<file path="config.mk">
export PLATFORM = sky130hd
export DESIGN_NAME = stepper_seq
export DESIGN_NICKNAME = d
export VERILOG_FILES = /design/src/rtl/stepper_pkg.sv /design/src/rtl/stepper_sync.sv /design/src/rtl/stepper_pos.sv /design/src/rtl/stepper_seq.sv
export SDC_FILE = /design/constraint.sdc
export NUM_CORES = 1
export LEC_CHECK = 0
export BUFFER_PORTS_ARGS = -buffer_cell sky130_fd_sc_hd__buf_4
export CAP_MARGIN = 10
export CELL_PAD_IN_SITES_DETAIL_PLACEMENT = 0
export CELL_PAD_IN_SITES_GLOBAL_PLACEMENT = 1
export CORE_AREA = 2 2 39 41
export DETAILED_ROUTE_END_ITERATION = 6
export DIE_AREA = 0 0 41 43
export PLACE_DENSITY_LB_ADDON = 0.1
export SYNTH_ARGS = -nofsm -noshare
export SYNTH_HDL_FRONTEND = slang
export SYNTH_SLANG_ARGS = --single-unit
export TNS_END_PERCENT = 50
</file>
<file path="constraint.sdc">
create_clock -name clk_i -period 1.4 [get_ports clk_i]
set_clock_uncertainty 0.05 [all_clocks]
set_input_delay 0.21 -clock clk_i [delete_from_list [all_inputs] [get_ports clk_i]]
set_output_delay 0.21 -clock clk_i [all_outputs]
set_load 0.005 [all_outputs]
</file>
<file path="src/rtl/stepper_pkg.sv">
package stepper_pkg;
  localparam int unsigned POS_W = 3;
  typedef logic [POS_W-1:0] pos_t;

  typedef struct packed {
    logic ph_a;
    logic en_a;
    logic ph_b;
    logic en_b;
  } drive_t;

  // even index: both windings driven; odd: one winding released
  function automatic drive_t pos_to_drive(pos_t p);
    drive_t d;
    d.en_a = !(p == 3'd1 || p == 3'd5);
    d.en_b = !(p == 3'd3 || p == 3'd7);
    d.ph_a = d.en_a && (p == 3'd7 || p == 3'd0 || p == 3'd6);
    d.ph_b = d.en_b && (p == 3'd0 || p == 3'd1 || p == 3'd2);
    return d;
  endfunction
endpackage

</file>
<file path="src/rtl/stepper_sync.sv">
module stepper_sync #(
  parameter int unsigned WIDTH  = 3,
  parameter int unsigned STAGES = 2
) (
  input  logic             clk_i,
  input  logic             rst_ni,
  input  logic [WIDTH-1:0] d_i,
  output logic [WIDTH-1:0] q_o
);
  logic [STAGES-1:0][WIDTH-1:0] q;

  genvar s;
  generate
    for (s = 0; s < STAGES; s++) begin : g_stage
      if (s == 0) begin : g_first
        always_ff @(posedge clk_i or negedge rst_ni)
          if (!rst_ni) q[s] <= '0;
          else         q[s] <= d_i;
      end else begin : g_next
        always_ff @(posedge clk_i or negedge rst_ni)
          if (!rst_ni) q[s] <= '0;
          else         q[s] <= q[s-1];
      end
    end
  endgenerate

  assign q_o = q[STAGES-1];
endmodule

</file>
<file path="src/rtl/stepper_pos.sv">
module stepper_pos
  import stepper_pkg::*;
(
  input  logic clk_i,
  input  logic rst_ni,
  input  logic step_s_i,
  input  logic dir_s_i,
  input  logic half_s_i,
  output logic evt_o,
  output pos_t pos_o
);
  logic step_d;
  pos_t pos_q, base, delta, pos_d;

  always_ff @(posedge clk_i or negedge rst_ni)
    if (!rst_ni) step_d <= 1'b0;
    else         step_d <= step_s_i;

  assign evt_o = step_s_i & ~step_d;

  // full-step mode works from the two-winding position at or below
  assign base  = half_s_i ? pos_q : {pos_q[POS_W-1:1], 1'b0};
  assign delta = half_s_i ? pos_t'(1) : pos_t'(2);

  always_comb begin
    pos_d = base;
    if (evt_o) pos_d = dir_s_i ? base + delta : base - delta;
  end

  always_ff @(posedge clk_i or negedge rst_ni)
    if (!rst_ni) pos_q <= '0;
    else         pos_q <= pos_d;

  assign pos_o = pos_q;
endmodule

</file>
<file path="src/rtl/stepper_seq.sv">
module stepper_seq
  import stepper_pkg::*;
#(
  parameter int unsigned SYNC_STAGES = 2
) (
  input  logic clk_i,
  input  logic rst_ni,
  input  logic step_i,
  input  logic dir_i,
  input  logic half_i,
  output logic ph_a_o,
  output logic en_a_o,
  output logic ph_b_o,
  output logic en_b_o
);
  localparam int unsigned N_IN = 3;

  logic [N_IN-1:0] raw, synced;
  logic   step_s, dir_s, half_q, step_evt;
  pos_t   pos_q;
  drive_t drv;

  assign raw = {half_i, dir_i, step_i};

  stepper_sync #(.WIDTH(N_IN), .STAGES(SYNC_STAGES)) u_sync (
    .clk_i (clk_i),
    .rst_ni(rst_ni),
    .d_i   (raw),
    .q_o   (synced)
  );

  assign {half_q, dir_s, step_s} = synced;

  stepper_pos u_pos (
    .clk_i   (clk_i),
    .rst_ni  (rst_ni),
    .step_s_i(step_s),
    .dir_s_i (dir_s),
    .half_s_i(half_q),
    .evt_o   (step_evt),
    .pos_o   (pos_q)
  );

  assign drv    = pos_to_drive(pos_q);
  assign ph_a_o = drv.ph_a;
  assign en_a_o = drv.en_a;
  assign ph_b_o = drv.ph_b;
  assign en_b_o = drv.en_b;
endmodule

</file>
# Word-level counts from Yosys, hierarchy flattened
# Index checks and enable logic that the tools add are counted.
[word_totals]
regBits = 10
latchBits = 0
ram_bits = 0
mem_bits_ro = 0
input_bits = 5
wordCells = 29
n_memories = 0
[classes]
add_sub_neg = 2
multipliers = 0
n_div = 0
order_cmp = 0
eq_ne = 6
shift = 0
muxes = 4
n_bitwise = 2
reduce_logical = 11
[op_table]
columns = ["op", "n"]
rows = [
  ["3-bit equality test (second input constant)", 3],
  ["3-bit by 2-bit equality test with 1-bit output (second input constant)", 2],
  ["1-bit logical OR", 6],
  ["3-bit two-way mux", 2],
  ["3-bit by 2-bit adder with 3-bit output", 1],
  ["3-bit by 1-bit equality test with 1-bit output (second input constant)", 1],
  ["3-bit logical NOT", 1],
  ["3-bit by 2-bit subtractor with 3-bit output", 1],
  ["1-bit logical AND", 2],
  ["1-bit logical NOT", 2],
  ["2-bit two-way mux", 1],
  ["1-bit bitwise AND", 1],
  ["1-bit two-way mux", 1],
  ["1-bit NOT", 1],
]

# Logic depth before layout (Yosys ltp)
# Gate-level depths: netlist of run 1.
[logic_depth]
ltp_word = 4
depth_mapped = 5
depth_no_buf = 5

# By module
# Synthesis of run 1 repeated with hierarchy kept, for this count alone.
[hier_totals]
hier_cells = 28
hier_area_um2 = 396.6
[by_module_without_submodules]
columns = ["module", "n_inst", "cells_each", "area_per_inst_um2", "seq_area_each_um2"]
rows = [
  ["stepper_pos", 1, 14, 191.4, 100.1],
  ["stepper_sync", 1, 9, 172.7, 150.1],
  ["stepper_seq", 1, 5, 32.5, 0.0],
]

# Worst setup path before layout of run 1
# OpenSTA, ideal clock, no wires.
[synth_path]
kind = "register to register"
start = "reg u_pos.pos_q[0] (netlist: u_pos.pos_o[0])"
end = "reg u_pos.pos_q[2] (netlist: u_pos.pos_o[2])"
arrival_ps = 1293
required_time_ps = 1227
slack_ps = -66
path_stages_with_launch = 6
path_buffers = 0
path_cell_list = "dfrtp_1 -> and2_1 -> fa_1 -> xnor2_1 -> nand2_1 -> xnor2_1"
[synth_via]
elab_chain_len = 4
elab_cells_between_ends = 5
cone_classes = "add/sub (2); mux (3)"
[synth_lines]
columns = ["element", "line_no", "rtl"]
rows = [
  ["start: declaration", "stepper_pos.sv:13", "pos_t pos_q, base, delta, pos_d;"],
  ["start signal: assignment", "stepper_pos.sv:32", "else pos_q <= pos_d;"],
  ["1-bit two-way mux (*)", "stepper_pos.sv:22", "assign base = half_s_i ? pos_q : {pos_q[POS_W-1:1], 1'b0};"],
  ["3-bit by 2-bit subtractor with 3-bit output / 3-bit by 2-bit adder with 3-bit output (equally long branches)", "stepper_pos.sv:27", "if (evt_o) pos_d = dir_s_i ? base + delta : base - delta;"],
  ["3-bit two-way mux (*) (2 in series)", "stepper_pos.sv:27", ""],
]
# Mark *: on every way between the ends. The rest lies on a longest branch, timed or not.

# Final worst setup path of run 1
[layout_path]
start = "reg u_pos.pos_q[1] (netlist: u_pos.pos_o[1])"
end = "reg u_pos.pos_q[2] (netlist: u_pos.pos_o[2])"
[layout_via]
elab_chain_len = 3
elab_cells_between_ends = 4
cone_classes = "add/sub (2); mux (2)"
[layout_lines]
columns = ["element", "line_no"]
rows = [
  ["3-bit by 2-bit subtractor with 3-bit output / 3-bit by 2-bit adder with 3-bit output (equally long branches)", "stepper_pos.sv:27"],
  ["3-bit two-way mux (*) (2 in series)", "stepper_pos.sv:27"],
]
# Marked as above.

==> metrics.cfg, run 1 <==
[clocking]
clkTransAtPathRegs_ns = 0.06
cts_root_buf = clkbuf_4
clkLatencyLatePin_ns = 0.25
cts-htree-levels = 1
cts_tree = built
cts.sinks = 10
clockBufferDepth = 2
cts_buffers = 3

[timing]
rsz0062_at_grt = true
relSlewSlack_pct = 88.8
final_hold_viol_count = 0
tns_ns = -0.00607
maxSlewViolCount = 0
setup_viol = 2
setup_ws_ns = -0.00480
worst_pin_slew_ns = 0.167
fin_crit_ns = 1.40
period_share_pct = 100
fmax_ghz = 0.712

[die]
coreArea_um2 = 1380
dieArea_um2 = 1760
rows = 14
die_x_um = 41
io_pins = 9
start_util_pct = 26.8
die_h_um = 43

[cells_and_area]
syn_to_final_growth_pct = 59.1
fin_cells = 61
nets = 52
drive_above_1_share_pct = 48.9
layout_common_cells = 10 x dfrtp_1, 9 x buf_4, 4 x dlygate4sd3_1
fin_util_pct = 42.6
mostFrequentLayoutCell = dfrtp_1
antenna-diode-count = 0

[logic_synthesis]
avgSynthCellArea_um2 = 14.8
synth_top_area_share_pct = 67.6
ys_seq_area_share_pct = 67.6
syn-num-nets = 31
synth_area_um2 = 370
syn_inst = 25
yosys_warnings = 0
ys_seq_elements = 10
synth_top_area_cell = dfrtp_1
synthTopCellsByArea = dfrtp_1 68%, fa_1 5.4%, xnor2_1 4.7%
synth_cell_types = 12

[routing]
ant_nets = 0
drtPass1Iterations = 1
routed-via-count = 254
drc = 0
vias_per_cell = 4.16
drt_iter0_drc = 0
postRouteWirelength_um = 609
wl_per_cell_um = 9.98

[placement]
io_buffers = 8
pre_cts_ws_ns = 0.00979
place_congestion = 0.607
place_inst = 51

[pwr]
p_leak_nw = 0.280
p_per_area_nw_per_um2 = 1620
finalPower_mw = 0.957
peakVddDrop_mv = 0.739

[setup_path]
cp.required_ns = 1.49
crit_path_max_fanout = 2
critPathKind = reg -> reg
worstSetupStartpointType = flop
cp_data_arrival_time_ns = 1.50
cp-end-kind = flop

[global_routing]
overflow = 0
track_usage_pct = 8.40
antenna_found_initial = 0
grt_max_degree = 11
grt_pass1_wl_um = 890
grt_pass1_vias = 234

[hold_path]
hp-class = in -> async

[status]
status = finished, violations left
violations = setup timing

[job]
cap_violations = 0

-- metrics by stage --
stage,hold slack (ns),instance area (um2)
2_1_floorplan,-0.136,375
5_1_grt,0.258,589
3_5_place_dp,-0.00508,470
4_1_cts,0.257,559
3_3_place_gp,-0.00791,470
6_report,0.262,589
-- worst paths after layout --
path / start / to / slack (ns) / cells past startpoint
min in group clk_i: u_sync.q[0] / u_sync.q_o[0] / 0.30 / 0
min: rst_ni / u_pos.pos_o[1] / 0.26 / 2
max: u_pos.pos_o[1] / u_pos.pos_o[2] / -0.005 / 5
min reg2reg: u_sync.q[0] / u_sync.q_o[0] / 0.30 / 0
max reg2reg: u_pos.pos_o[1] / u_pos.pos_o[2] / -0.005 / 5
max in group asynchronous: rst_ni / u_pos.pos_o[0] / 0.90 / 2
-- routing by layer --
layer / global-route usage (%) / up-vias / share of wire [%]
met1: 8.25 / 126 / 41
met3: 3.14 / 0 / 5.9
met2: 11.6 / 9 / 53
met4: 10.0 / 0 / 0
li1: - / 119 / -
met5: 0 / - / 0
-- area by class of cell --
class / instances / area (um2)
Fill cell: 132 / 795
Sequential cell: 10 / 250
Multi-Input combinational cell: 15 / 141
Timing Repair Buffer: 16 / 141
Clock buffer: 4 / 36.3
Tap cell: 16 / 20.0
-- where the power goes --
| part | internal (mW) | total (mW) | switching [mW] |
|---|---|---|---|
| logic | 0.221 | 0.337 | 0.116 |
| clock network | 0.158 | 0.250 | 0.0926 |
| registers | 0.332 | 0.370 | 0.0380 |
-- Yosys cell counts, drive strengths merged --
cell type / number
nor3: 1
or2b: 1
xnor2: 2
a21o: 1
nor2b: 1
xor2: 1
and2: 2
mux2: 1
fa: 1
nand2: 3
dfrtp: 10
a21oi: 1
-- cell families after synthesis --
group	Yosys count	share of synthesized area, %
adders and majority gates	1	5.41
and+or+nand+nor	8	13.5
AOI/OAI and AO/OA	2	3.38
DFF	10	67.6
muxes	1	3.04
xor gates and xnor gates	3	7.10
-- registers in the layout, indices dropped and copies added (netlist names) --
| signal | flops |
|---|---|
| u_sync.q_o | 3 |
| u_sync.q | 3 |
| u_pos.step_d | 1 |
| u_pos.pos_o | 3 |
-- worst max-delay path: stages, from the launching register on --
cell     delay [ns]
dfrtp_1        0.39
buf_4          0.14
fa_2           0.39
xnor2_2        0.13
nand2_1        0.07
xnor2_1        0.12
-- what timing repair did --
item                                    CTS  global route
pin swaps                                 1             0
hold buffers                              4             0
setup buffers                             1             1
hold endpoints to repair                 13             0
endpoints found under the setup margin    3             5
gates resized for setup                   1             5
Note: power is estimated with default switching activity, not from simulation.
==> run 2, diff against run 1 <==
SKIP_CTS_REPAIR_TIMING = 1   (was unset)
==> metrics.cfg, run 2 (synthesized netlist as in run 1, its figures left out) <==
[routing]
postRouteWirelength_um = 577
routed-via-count = 240
vias_per_cell = 4.00
ant_nets = 0
drt_iter0_drc = 0
wl_per_cell_um = 9.62
drc = 0
drtPass1Iterations = 1

[global_routing]
antenna_found_initial = 0
track_usage_pct = 8.40
grt_pass1_wl_um = 890
grt_max_degree = 11
overflow = 0
grt_pass1_vias = 235

[timing]
worst_pin_slew_ns = 0.160
maxSlewViolCount = 0
setup_viol = 1
period_share_pct = 101
hold_ws_ns = 0.262
tns_ns = -0.0163
final_hold_viol_count = 0
setup_ws_ns = -0.0163
rsz0062_at_grt = true
fmax_ghz = 0.706
fin_crit_ns = 1.42
relSlewSlack_pct = 89.3

[setup_path]
cp_num_buf_inv = 1
path_cells = buf_4 -> fa_2 -> xnor2_2 -> nand2_1 -> xnor2_1
critPathTopFamily = adder cells
cp.required_ns = 1.49
worstSetupStartpointType = flop
cp-end-kind = flop
crit_path_max_fanout = 2
cp_data_arrival_time_ns = 1.51
slowest_delay_ns = 0.39
crit_slowest_cell = fa_2
critPathKind = reg -> reg

[cells_and_area]
layout_common_cells = 10 x buf_4, 10 x dfrtp_1, 4 x dlygate4sd3_1
fin_util_pct = 41.5
antenna-diode-count = 0
nets = 51
syn_to_final_growth_pct = 55.1
drive_above_1_share_pct = 47.7
final_area_um2 = 574

[status]
status = finished, violations left
violations = setup timing

[placement]
pre_cts_ws_ns = 0.00979
place_congestion = 0.607
io_buffers = 8
placed_area_um2 = 470

[hold_path]
hp-class = in -> async

[die]
die_x_um = 41
io_pins = 9
die_h_um = 43
start_util_pct = 26.8
coreArea_um2 = 1380
rows = 14
dieArea_um2 = 1760

[pwr]
p_leak_nw = 0.272
p_per_area_nw_per_um2 = 1630
peakVddDrop_mv = 0.795

[job]
cap_violations = 0

[clocking]
cts-htree-levels = 1
cts_buffers = 3
clockBufferDepth = 2
cts_root_buf = clkbuf_4
clkTransAtPathRegs_ns = 0.06
clkLatencyLatePin_ns = 0.25
cts_tree = built
cts.sinks = 10

[run 2: cell count changes in the layout (fill, tap and decap cells not counted), sizes merged]
cell | previous run | this run
buf | 12 | 11
[run 2: area by class of cell]
| type | instances | area (um2) |
|---|---|---|
| Tap cell | 16 | 20.0 |
| Timing Repair Buffer | 15 | 126 |
| Multi-Input combinational cell | 15 | 141 |
| Sequential cell | 10 | 250 |
| Fill cell | 129 | 810 |
| Clock buffer | 4 | 36.3 |
[run 2: through the flow]
stage          instances  total power, mW
2_1_floorplan         25            0.497
3_3_place_gp          51            0.616
3_5_place_dp          51            0.630
4_1_cts               55            0.889
5_1_grt               60             1.01
6_report              60            0.937
[run 2: worst reg2reg max path, delay by kind of cell (launching register included)]
family | cells | cell delay, ns
AND/OR/NAND/NOR | 1 | 0.07
buffers and inverters | 1 | 0.14
XOR/XNOR | 2 | 0.27
adder cells (fa/ha/maj) | 1 | 0.39
flip-flops | 1 | 0.38
[run 2: final timing paths]
check / startpoint / end / slack, ns / depth (start not counted)
hold reg to reg: u_sync.q[0] / u_sync.q_o[0] / 0.30 / 0
hold / removal: rst_ni / u_pos.pos_o[1] / 0.26 / 2
min in group clk_i: u_sync.q[0] / u_sync.q_o[0] / 0.30 / 0
max in group asynchronous: rst_ni / u_pos.pos_o[0] / 0.90 / 2
setup / recovery: u_pos.pos_o[1] / u_pos.pos_o[2] / -0.02 / 5
setup reg to reg: u_pos.pos_o[1] / u_pos.pos_o[2] / -0.02 / 5
[run 2: report_power, final]
part | internal [mW] | switching, mW | total [mW]
registers | 0.332 | 0.0344 | 0.366
clock network | 0.158 | 0.0926 | 0.250
logic | 0.207 | 0.114 | 0.321
[run 2: layer usage]
layer | GRT usage [%] | vias to the layer above | part of all wire, %
li1 | - | 118 | -
met5 | 0 | - | 0
met4 | 10.0 | 0 | 0
met3 | 3.14 | 0 | 5.7
met1 | 8.59 | 113 | 43
met2 | 11.3 | 9 | 51
==> run 3, diff against run 2 <==
==> constraint.sdc (replaced) <==
create_clock -name clk_i -period 1.8 [get_ports clk_i]
set_clock_uncertainty 0.05 [all_clocks]
set_input_delay 0.45 -clock clk_i [delete_from_list [all_inputs] [get_ports clk_i]]
set_output_delay 0.45 -clock clk_i [all_outputs]
set_load 0.005 [all_outputs]
==> metrics.cfg, run 3 (synthesized netlist as in run 1, its figures left out) <==
[status]
status = complete, no violations

[routing]
wl_per_cell_um = 10.5
postRouteWirelength_um = 569
vias_per_cell = 4.07
drtPass1Iterations = 2
routed-via-count = 220
drt_iter0_drc = 2
ant_nets = 0
drc = 0

[placement]
place_hpwl_um = 421
io_buffers = 8
place_inst = 49
place_congestion = 0.666

[pwr]
p_per_area_nw_per_um2 = 1320
finalPower_mw = 0.655
p_leak_nw = 0.233
peakVddDrop_mv = 0.436

[timing]
fmax_ghz = 0.604
rsz0062_at_grt = false
setup_viol = 0
tns_ns = 0
worst_pin_slew_ns = 0.237
maxSlewViolCount = 0
period_share_pct = 92.0
final_hold_viol_count = 0
relSlewSlack_pct = 84.2
hold_ws_ns = 0.246
fin_crit_ns = 1.66

[hold_path]
hold_depth = 1
holdCritStartpoint = half_i
hp-class = in -> reg

[job]
cap_violations = 0

[global_routing]
overflow = 0
grt_max_degree = 11
grt_pass1_wl_um = 910
track_usage_pct = 7.98
antenna_found_initial = 0
grt_pass1_vias = 220

[clocking]
cts-htree-levels = 1
cts_buffers = 3
clkLatencyLatePin_ns = 0.26
cts_root_buf = clkbuf_4
clockBufferDepth = 2
cts.sinks = 10
clkTransAtPathRegs_ns = 0.06
cts_tree = built

[cells_and_area]
layout_common_cells = 10 x dfrtp_1, 8 x buf_4, 3 x nand2_1, 3 x clkbuf_4
antenna-diode-count = 0
syn_to_final_growth_pct = 34.1
drive_above_1_share_pct = 36.8
fin_cells = 54
fillers = 145
fin_util_pct = 35.9
mostFrequentLayoutCell = dfrtp_1
nets = 45

[die]
start_util_pct = 26.8
io_pins = 9
die_h_um = 43
rows = 14
coreArea_um2 = 1380
dieArea_um2 = 1760
die_x_um = 41

[setup_path]
startpoint = u_pos.pos_o[1]
cp.required_ns = 1.30
cp_data_arrival_time_ns = 1.16
worstSetupStartpointType = flop
critPathKind = reg -> out
reg2reg_depth = 5
crit_path_max_fanout = 7
cp-end-kind = output port
r2r_start = u_pos.pos_o[0]

## run 3: cell types whose count changed in the layout (fill, tap and decap cells not counted), sizes merged
cell         previous run  this run
buf                    11         8
dlygate4sd3             4         1
## run 3: metrics by stage
| step | setup slack [ns] | instance area [um2] |
|---|---|---|
| after floorplan | 0.334 | 370 |
| after global placement | 0.281 | 450 |
| after detailed placement | 0.260 | 450 |
| after CTS | 0.105 | 487 |
| after global routing | 0.0475 | 497 |
| final | 0.144 | 497 |
## run 3: power breakdown
group          internal [mW]  switching, mW
clock                  0.123         0.0713
sequential             0.258         0.0453
combinational          0.103         0.0545
total                  0.484          0.171
## run 3: layout make-up
class / instances / area, um2 / share of cell area (%)
sequential: 10 / 250 / 50.4
clock buffer: 4 / 36.3 / 7.30
multi-input combinational: 15 / 120 / 24.2
tap: 16 / 20.0 / 4.03
timing repair buffer: 9 / 70.1 / 14.1
## run 3: final timing paths
check                            endpoint  slack (ns)
min in group asynchronous   u_sync.q_o[2]        0.50
hold reg to reg             u_sync.q_o[1]        0.30
setup / recovery                   ph_a_o        0.14
setup reg to reg           u_pos.pos_o[2]        0.26
hold / removal                u_sync.q[2]        0.25
max in group asynchronous    u_pos.step_d        1.05
## run 3: metal layers
metal  global-route usage [%]  routed length, um  up-vias
li1                         -                  -      105
met1                     11.0                282      106
met2                     9.69                252        9
met3                     4.71                 34        0
met4                     4.00                  0        0
met5                        0                  0        -
## run 3: worst max-delay path: stages, from the launching register on
cell and delay, ns:
dfrtp_1 0.46, nor3_1 0.23, a21o_1 0.11, buf_4 0.10
